===== src/rtl/excret_pkg.sv =====
package excret_pkg;
  localparam int STW     = 5;
  localparam int IE_BIT  = 0;
  localparam int EXL_BIT = 1;
  localparam int ERL_BIT = 2;
  localparam int KSU_LO  = 3;
  localparam int NRET    = 3;

  localparam logic [2:0] OP_DI     = 3'd0;
  localparam logic [2:0] OP_EI     = 3'd1;
  localparam logic [2:0] OP_ERET   = 3'd2;
  localparam logic [2:0] OP_ERETNC = 3'd3;
  localparam logic [2:0] OP_DRET   = 3'd4;

  localparam logic [2:0] A_STATUS = 3'd0;
  localparam logic [2:0] A_EPC    = 3'd1;
  localparam logic [2:0] A_ERRPC  = 3'd2;
  localparam logic [2:0] A_DPC    = 3'd3;
  localparam logic [2:0] A_DBG    = 3'd4;

  localparam int RI_EPC   = 0;
  localparam int RI_ERRPC = 1;
  localparam int RI_DPC   = 2;

  typedef enum logic [1:0] {
    M_KERN = 2'b00,
    M_SUP  = 2'b01,
    M_USER = 2'b10,
    M_ERR  = 2'b11
  } mode_e;

  localparam logic [STW-1:0] STATUS_RST = STW'(1 << ERL_BIT);
endpackage


===== src/rtl/excret_dec.sv =====
module excret_dec
  import excret_pkg::*;
#(
  parameter int NR = NRET
) (
  input  logic          cmd_valid_i,
  input  logic [2:0]    cmd_op_i,
  input  logic          cfg_we_i,
  input  logic [2:0]    cfg_addr_i,
  output logic          do_di_o,
  output logic          do_ei_o,
  output logic          do_eret_o,
  output logic          do_ll_o,
  output logic          do_dret_o,
  output logic          wr_status_o,
  output logic          wr_dbg_o,
  output logic [NR-1:0] wr_ret_o
);
  logic cfg_ok;

  always_comb begin
    do_di_o   = cmd_valid_i && (cmd_op_i == OP_DI);
    do_ei_o   = cmd_valid_i && (cmd_op_i == OP_EI);
    do_eret_o = cmd_valid_i && ((cmd_op_i == OP_ERET) || (cmd_op_i == OP_ERETNC));
    do_ll_o   = cmd_valid_i && (cmd_op_i == OP_ERET);
    do_dret_o = cmd_valid_i && (cmd_op_i == OP_DRET);
  end

  // command owns the cycle; config writes yield
  assign cfg_ok      = cfg_we_i && !cmd_valid_i;
  assign wr_status_o = cfg_ok && (cfg_addr_i == A_STATUS);
  assign wr_dbg_o    = cfg_ok && (cfg_addr_i == A_DBG);

  always_comb begin
    wr_ret_o           = '0;
    wr_ret_o[RI_EPC]   = cfg_ok && (cfg_addr_i == A_EPC);
    wr_ret_o[RI_ERRPC] = cfg_ok && (cfg_addr_i == A_ERRPC);
    wr_ret_o[RI_DPC]   = cfg_ok && (cfg_addr_i == A_DPC);
  end
endmodule


===== src/rtl/excret_status.sv =====
module excret_status
  import excret_pkg::*;
(
  input  logic           clk_i,
  input  logic           rst_ni,
  input  logic           do_di_i,
  input  logic           do_ei_i,
  input  logic           do_eret_i,
  input  logic           do_dret_i,
  input  logic           wr_status_i,
  input  logic           wr_dbg_i,
  input  logic [STW-1:0] wdata_i,
  output logic [STW-1:0] status_o,
  output logic           dbg_o
);
  logic [STW-1:0] st_q, st_d;
  logic           dbg_q, dbg_d;

  always_comb begin
    st_d  = st_q;
    dbg_d = dbg_q;
    if (do_di_i) st_d[IE_BIT] = 1'b0;
    if (do_ei_i) st_d[IE_BIT] = 1'b1;
    if (do_eret_i) begin
      if (st_q[ERL_BIT]) st_d[ERL_BIT] = 1'b0;
      else               st_d[EXL_BIT] = 1'b0;
    end
    if (do_dret_i)   dbg_d = 1'b0;
    if (wr_status_i) st_d  = wdata_i;
    if (wr_dbg_i)    dbg_d = wdata_i[0];
  end

  always_ff @(posedge clk_i or negedge rst_ni) begin
    if (!rst_ni) begin
      st_q  <= STATUS_RST;
      dbg_q <= 1'b0;
    end else begin
      st_q  <= st_d;
      dbg_q <= dbg_d;
    end
  end

  assign status_o = st_q;
  assign dbg_o    = dbg_q;

  p_dret_keeps_status_r7: assert property (@(posedge clk_i) disable iff (!rst_ni)
    do_dret_i |=> ($stable(st_q) && !dbg_q));
  p_erl_first_r4: assert property (@(posedge clk_i) disable iff (!rst_ni)
    (do_eret_i && st_q[ERL_BIT]) |=> (!st_q[ERL_BIT] && (st_q[EXL_BIT] == $past(st_q[EXL_BIT]))));
endmodule


===== src/rtl/excret_retregs.sv =====
module excret_retregs #(
  parameter int XLEN = 32,
  parameter int NR   = 3
) (
  input  logic            clk_i,
  input  logic            rst_ni,
  input  logic [NR-1:0]   we_i,
  input  logic [XLEN-1:0] wdata_i,
  output logic [XLEN-1:0] q_o [NR]
);
  for (genvar g = 0; g < NR; g++) begin : g_reg
    logic [XLEN-1:0] r_q;
    always_ff @(posedge clk_i or negedge rst_ni) begin
      if (!rst_ni)    r_q <= '0;
      else if (we_i[g]) r_q <= wdata_i;
    end
    assign q_o[g] = r_q;
  end

  p_onehot_we_r10: assert property (@(posedge clk_i) disable iff (!rst_ni) $onehot0(we_i));
endmodule


===== src/rtl/excret_mode.sv =====
module excret_mode
  import excret_pkg::*;
(
  input  logic [STW-1:0] status_i,
  input  logic           dbg_i,
  output logic [1:0]     mode_o
);
  mode_e m;
  always_comb begin
    if (status_i[ERL_BIT])                 m = M_ERR;
    else if (status_i[EXL_BIT] || dbg_i)   m = M_KERN;
    else begin
      unique case (status_i[KSU_LO +: 2])
        2'b01:   m = M_SUP;
        2'b10:   m = M_USER;
        default: m = M_KERN;
      endcase
    end
  end
  assign mode_o = m;
endmodule


===== src/rtl/excret_ctrl.sv =====
module excret_ctrl
  import excret_pkg::*;
#(
  parameter int XLEN = 32
) (
  input  logic            clk_i,
  input  logic            rst_ni,
  input  logic            cmd_valid_i,
  input  logic [2:0]      cmd_op_i,
  input  logic            cfg_we_i,
  input  logic [2:0]      cfg_addr_i,
  input  logic [XLEN-1:0] cfg_wdata_i,
  output logic            redirect_o,
  output logic [XLEN-1:0] pc_o,
  output logic            ll_clear_o,
  output logic            old_valid_o,
  output logic [XLEN-1:0] old_status_o,
  output logic [XLEN-1:0] status_o,
  output logic            dbg_mode_o,
  output logic [1:0]      mode_o
);
  localparam int PADW = XLEN - STW;

  logic            do_di, do_ei, do_eret, do_ll, do_dret, wr_status, wr_dbg;
  logic [NRET-1:0] wr_ret;
  logic [STW-1:0]  st;
  logic            dbg;
  logic [XLEN-1:0] ret_q [NRET];
  logic [XLEN-1:0] tgt;
  logic            redir_q, ll_q, oldv_q;
  logic [XLEN-1:0] pc_q, old_q;

  excret_dec #(.NR(NRET)) u_dec (
    .cmd_valid_i (cmd_valid_i),
    .cmd_op_i    (cmd_op_i),
    .cfg_we_i    (cfg_we_i),
    .cfg_addr_i  (cfg_addr_i),
    .do_di_o     (do_di),
    .do_ei_o     (do_ei),
    .do_eret_o   (do_eret),
    .do_ll_o     (do_ll),
    .do_dret_o   (do_dret),
    .wr_status_o (wr_status),
    .wr_dbg_o    (wr_dbg),
    .wr_ret_o    (wr_ret)
  );

  excret_status u_status (
    .clk_i       (clk_i),
    .rst_ni      (rst_ni),
    .do_di_i     (do_di),
    .do_ei_i     (do_ei),
    .do_eret_i   (do_eret),
    .do_dret_i   (do_dret),
    .wr_status_i (wr_status),
    .wr_dbg_i    (wr_dbg),
    .wdata_i     (cfg_wdata_i[STW-1:0]),
    .status_o    (st),
    .dbg_o       (dbg)
  );

  excret_retregs #(.XLEN(XLEN), .NR(NRET)) u_ret (
    .clk_i   (clk_i),
    .rst_ni  (rst_ni),
    .we_i    (wr_ret),
    .wdata_i (cfg_wdata_i),
    .q_o     (ret_q)
  );

  excret_mode u_mode (
    .status_i (st),
    .dbg_i    (dbg),
    .mode_o   (mode_o)
  );

  // error level outranks exception level
  always_comb begin
    if (do_dret)          tgt = ret_q[RI_DPC];
    else if (st[ERL_BIT]) tgt = ret_q[RI_ERRPC];
    else                  tgt = ret_q[RI_EPC];
  end

  always_ff @(posedge clk_i or negedge rst_ni) begin
    if (!rst_ni) begin
      redir_q <= 1'b0;
      ll_q    <= 1'b0;
      oldv_q  <= 1'b0;
      pc_q    <= '0;
      old_q   <= '0;
    end else begin
      redir_q <= do_eret || do_dret;
      ll_q    <= do_ll;
      oldv_q  <= do_di || do_ei;
      if (do_eret || do_dret) pc_q  <= tgt;
      if (do_di || do_ei)     old_q <= {{PADW{1'b0}}, st};
    end
  end

  assign redirect_o   = redir_q;
  assign pc_o         = pc_q;
  assign ll_clear_o   = ll_q;
  assign old_valid_o  = oldv_q;
  assign old_status_o = old_q;
  assign status_o     = {{PADW{1'b0}}, st};
  assign dbg_mode_o   = dbg;

  p_di_clears_r2: assert property (@(posedge clk_i) disable iff (!rst_ni)
    (cmd_valid_i && cmd_op_i == OP_DI) |=> (!status_o[IE_BIT] && old_valid_o));
  p_ei_sets_r3: assert property (@(posedge clk_i) disable iff (!rst_ni)
    (cmd_valid_i && cmd_op_i == OP_EI) |=> (status_o[IE_BIT] && old_valid_o));
  p_exl_path_r5: assert property (@(posedge clk_i) disable iff (!rst_ni)
    (do_eret && !status_o[ERL_BIT]) |=> (!status_o[EXL_BIT] && redirect_o));
  p_ll_plain_r6: assert property (@(posedge clk_i) disable iff (!rst_ni)
    (cmd_valid_i && cmd_op_i == OP_ERET) |=> ll_clear_o);
  p_ll_nc_r6: assert property (@(posedge clk_i) disable iff (!rst_ni)
    (cmd_valid_i && cmd_op_i == OP_ERETNC) |=> !ll_clear_o);
  p_erl_mode_r8: assert property (@(posedge clk_i) disable iff (!rst_ni)
    status_o[ERL_BIT] |-> (mode_o == 2'b11));
  p_redirect_src_r9: assert property (@(posedge clk_i) disable iff (!rst_ni)
    redirect_o |-> $past(cmd_valid_i && (cmd_op_i == OP_ERET || cmd_op_i == OP_ERETNC || cmd_op_i == OP_DRET)));
  p_stray_op_r11: assert property (@(posedge clk_i) disable iff (!rst_ni)
    (cmd_valid_i && cmd_op_i > OP_DRET) |=> ($stable(status_o) && !redirect_o && !old_valid_o));
endmodule


===== config.mk =====
export PLATFORM = sky130hd
export DESIGN_NAME = excret_ctrl
export DESIGN_NICKNAME = d
export VERILOG_FILES = /design/src/rtl/excret_pkg.sv /design/src/rtl/excret_dec.sv /design/src/rtl/excret_status.sv /design/src/rtl/excret_retregs.sv /design/src/rtl/excret_mode.sv /design/src/rtl/excret_ctrl.sv
export SDC_FILE = /design/constraint.sdc
export NUM_CORES = 1
export LEC_CHECK = 0
export ABC_AREA = 1
export BUFFER_PORTS_ARGS = -buffer_cell sky130_fd_sc_hd__buf_2
export CORE_UTILIZATION = 55
export DETAILED_ROUTE_END_ITERATION = 8
export GPL_TIMING_DRIVEN = 0
export PLACE_DENSITY = 0.8
export SLEW_MARGIN = 20
export SYNTH_ARGS = -nofsm -noshare
export SYNTH_HDL_FRONTEND = slang
export SYNTH_SLANG_ARGS = --single-unit

===== constraint.sdc =====
create_clock -name clk_i -period 2.55 [get_ports clk_i]
set_input_delay 0.255 -clock clk_i [delete_from_list [all_inputs] [get_ports clk_i]]
set_output_delay 0.255 -clock clk_i [all_outputs]
set_load 0.005 [all_outputs]

**Word-level counts from Yosys, hierarchy flattened**

Cells that the tools add are included.

- Mux-type cells: 12
- Shift-type cells: 0
- $add $sub $neg: 0
- Equality and inequality tests: 11
- Reductions and logical operators: 22
- Divide/modulo/power cells: 0
- Magnitude comparators: 0
- Bitwise logic cells: 0
- $mul: 0

Operator list:

| operator | number |
|---|---|
| $mux 32 | 2 |
| $eq 3x2->1 const B | 4 |
| $logic_and 1x1->1 | 11 |
| $eq 3x1->1 const B | 2 |
| $eq 3x3->1 const B | 2 |
| $logic_not 3->1 | 2 |
| $mux 2 | 3 |
| $mux 1 | 5 |
| $logic_or 1x1->1 | 4 |
| $pmux 2 s2 | 1 |
| $reduce_bool 2->1 | 2 |
| $mux 3 | 1 |
| $reduce_bool 3->1 | 1 |
| $eq 2x1->1 const B | 1 |
| $eq 2x2->1 const B | 1 |
| $ne 2x2->1 const B | 1 |
| $reduce_and 2->1 | 1 |
| $logic_not 1->1 | 1 |

- RAM bits: 0
- Input port bits: 42
- Latch bits: 0
- Memory bits (read-only): 0
- Bits in registers: 142
- Output and inout port bits: 102
- Memories kept: 0
- Word-level logic and storage cells: 58

**Depth between registers and ports, before layout**

- Depth in word-level cells: 5
- Mapped depth: 8
- Mapped depth without buffers: 7

**Hierarchy**

A second synthesis with hierarchy kept.

- Cells, all modules: 875
- Area total of the unflattened synthesis: 6885.4 um^2

By module, submodules not included:

| module | cells an instance | area an instance (um^2) | instances | sequential area each (um^2) |
|---|---|---|---|---|
| excret_retregs | 408 | 3796.1 | 1 | 2402.3 |
| excret_ctrl | 396 | 2655.0 | 1 | 1001.0 |
| excret_status | 34 | 276.5 | 1 | 151.4 |
| excret_dec | 27 | 117.6 | 1 | 0.0 |
| excret_mode | 10 | 40.0 | 1 | 0.0 |

**Least setup slack after synthesis**

No wires, ideal clock.

- Path type: flip-flop to output port
- Start point: register u_status.st_q[2], in the netlist u_status.status_o[2]
- End point: output port mode_o[0]
- Required time: 2.295 ns
- Buffers on the path: 2
- Stages on the path, launching flop included: 5
- Arrival time: 1.100 ns
- Path slack: 1.195 ns
- Cell sequence: dfstp_2 -> buf_2 -> clkinv_1 -> buf_2 -> nand2_1

- Longest elaborated chain between the ends: 1

RTL lines:

| item | line | source |
|---|---|---|
| start, declared | excret_status.sv:16 | `logic [STW-1:0] st_q, st_d;` |
| start signal, assigned | excret_status.sv:38 | `st_q <= st_d;` |
| $mux 2 | excret_mode.sv:10 | `if (status_i[ERL_BIT]) m = M_ERR;` |
| end, declared | excret_ctrl.sv:20 | `output logic [1:0] mode_o` |

Every way passes these cells.

**Final worst setup path**

- Start point: register u_status.st_q[2], in the netlist u_status.status_o[2]
- End point: output port mode_o[1]

Same word-level chain as after synthesis.

==> out/results.txt <==
Setup Viol. Count Final: 0
CTS Buf Count: 17
CP dominant cell by count: buf_2
Clk_lat worst skew: 0.43 ns
Flops & latches, synth: 142
Total number of H-tree levels: 4
CP peak stage delay: 0.54 ns
Cell variety after synth: 21
Die ar.: 0.0132 mm²
HP Class: input pin to flip-flop
Min Tclk post-route: 2.20 ns
Commonest non-fill, non-tap cells in the layout: nand2_1 (341), dfrtp_1 (141), inv_1 (139)
Routability congestion estimate: 0.797
Setup crit end kind: primary output
Max clock buf depth: 2
Max rail drop VDD: 516 µV
DRT Wirelength: 16900 µm
Critical-path maximum fanout: 10
CP required: 2.30 ns
Pre-CTS setup slack: 0.834 ns
Status: finished clean
Post-CTS Setup Repair Bufs: 0
Global-route wire length before repair: 27800 µm
Setup CP Type: flip-flop to primary output
Fin Clk Skew: 0.00421 ns
WL/cell: 13.4 µm
Final Util: 0.700
Total number of yosys warnings: 0
Max-slew violations: 0
Share of layout cells above drive strength 1: 0.200
Fmax achieved: 454 MHz
Worst-path clk slew: 0.06 ns
Worst setup SP type: flip-flop
Num ports: 144
NumNets Final: 1123
Drt drc: 0
Die W: 115 µm
Core ar.: 0.0122 mm²
IO buf count: 89
Cell Rows: 40
Sink Count: 142
GRT Overall Usage: 0.281
Most common cell after layout, fill and taps aside: nand2_1
Final count of hold timing violations: 0
Chip height: 115 µm
Grt ovf: 0
CP cell instances: buf_2 -> clkinv_1 -> buf_2 -> nand2_1 -> buf_2
Post-route ant nets: 0
DPL Wire Length: 11100 µm
WP data arrival: 1.95 ns
Largest net degree at the start of global routing: 97
Avg Inst Size Synth: 7.62 µm²
Initial Util: 0.573
Syn Inst Count: 918
Pleak: 5.02 nW
ANT cells: 0
Vias in the first global route: 5847
Initial antenna violation count: 0
Mapped Area: 0.00700 mm²
RSZ-0062 raised after global routing: no
DR iter-0 viols: 499
CTS root buf: clkbuf_16
Worst path slowest cell: dfstp_2
Vias: 6064
Worst slew margin: 0.599
Pre-antenna DRT Iters: 5
Max cap viols: 0
Pwr/cell area: 815 mW/mm²
Worst Tran Pin Value: 0.601 ns
CTS tree: yes
Final Worst Setup Slack: 0.349 ns
Period utilization: 0.863
Layout Area Growth over Synthesis: 22.2%
Seq/Total Area, Yosys: 0.508
Routed vias/inst: 4.81
==> per-stage QoR <==
stage	hold WS, ns	area [µm²]	instances	setup TNS, ns	power, W
after floorplan	-0.0406	7200	971	0	0.00380
after global placement	0.437	7850	1228	-103.61	0.00422
after detailed placement	0.183	7890	1229	0	0.00428
after CTS	0.00190	8550	1262	0	0.00699
after global routing	0.00822	8550	1262	0	0.00737
final	0.0115	8550	1262	0	0.00697
==> power breakdown <==
group | internal, W | switching, W
combinational | 0.000552 | 0.000738
clock | 0.00176 | 0.000940
sequential | 0.00273 | 0.000252
total | 0.00504 | 0.00193
==> Yosys cell counts, drive strengths merged <==
master  instances  area share
nor2            7      0.0045
clkinv          1     0.00054
nand4           4      0.0036
dfrtp         141        0.50
inv           143       0.077
nor3            1      0.0023
clkbuf         16      0.0089
o21ai          72       0.051
nand2         346        0.19
conb            1     0.00054
dfstp           1      0.0038
nand3         103       0.074
buf            82       0.082
==> sequential cells by signal, indices dropped and copies added (netlist names) <==
name / flops
old_valid_o: 1
u_status.status_o: 5
redirect_o: 1
old_status_o: 5
pc_o: 32
u_status.dbg_o: 1
ll_clear_o: 1
u_ret.g.r_q: 96
==> path summary, 6_finish.rpt <==
check	cells after the start	start	to	slack, ns
setup / recovery	5	u_status.status_o[2]$_DFFE_PN1P_	mode_o[1]	0.35
hold / removal	2	cmd_op_i[0]	ll_clear_o$_DFF_PN0_	0.01
setup reg to reg	7	u_status.status_o[2]$_DFFE_PN1P_	pc_o[18]$_DFFE_PN0P_	0.81
hold reg to reg	2	u_ret.g_reg[2].r_q[3]$_DFFE_PN0P_	u_ret.g_reg[2].r_q[3]$_DFFE_PN0P_	0.47
max in group asynchronous	3	rst_ni	u_ret.g_reg[0].r_q[15]$_DFFE_PN0P_	1.44
min in group asynchronous	2	rst_ni	pc_o[1]$_DFFE_PN0P_	0.34
==> kinds of logic (layout without fill, tap and decap cells) <==
family / count (synthesis) / in the layout / synth area share
AND/OR/NAND/NOR: 461 / 461 / 0.272
flip-flops: 142 / 142 / 0.508
buffers and inverters: 242 / 365 / 0.168
other: 1 / 54 / 0.000536
AO/OA/AOI/OAI: 72 / 72 / 0.0515
==> per-layer routing <==
layer / vias up / share of wire / wire length (µm) / GRT usage
met4: 0 / 0.022 / 377 / 0.121
met2: 213 / 0.49 / 8250 / 0.466
li1: 3010 / - / - / -
met1: 2801 / 0.42 / 7190 / 0.355
met3: 40 / 0.065 / 1100 / 0.0643
met5: - / 0 / 0 / 0
==> critical path, delay by kind of cell (launching register included) <==
kind                   cells  cell delay, ns
buffers and inverters      4            0.88
flip-flops                 1            0.54
AND/OR/NAND/NOR            1            0.10
==> timing repair <==
action / in CTS / in global routing
hold buffers: 1 / 0
hold endpoints to repair: 46 / 0
gates resized for setup: 0 / 0
==> cell type report <==
class | instances | area (µm²)
Multi-Input combinational cell | 587 | 2470
Sequential cell | 142 | 3550
Clock buffer | 22 | 494
Fill cell | 1036 | 3660
Buffer | 98 | 634
Tap cell | 168 | 210
Inverter | 144 | 541
Clock inverter | 10 | 158
Timing Repair Buffer | 91 | 493
Note: power is estimated with default switching activity, not from simulation.
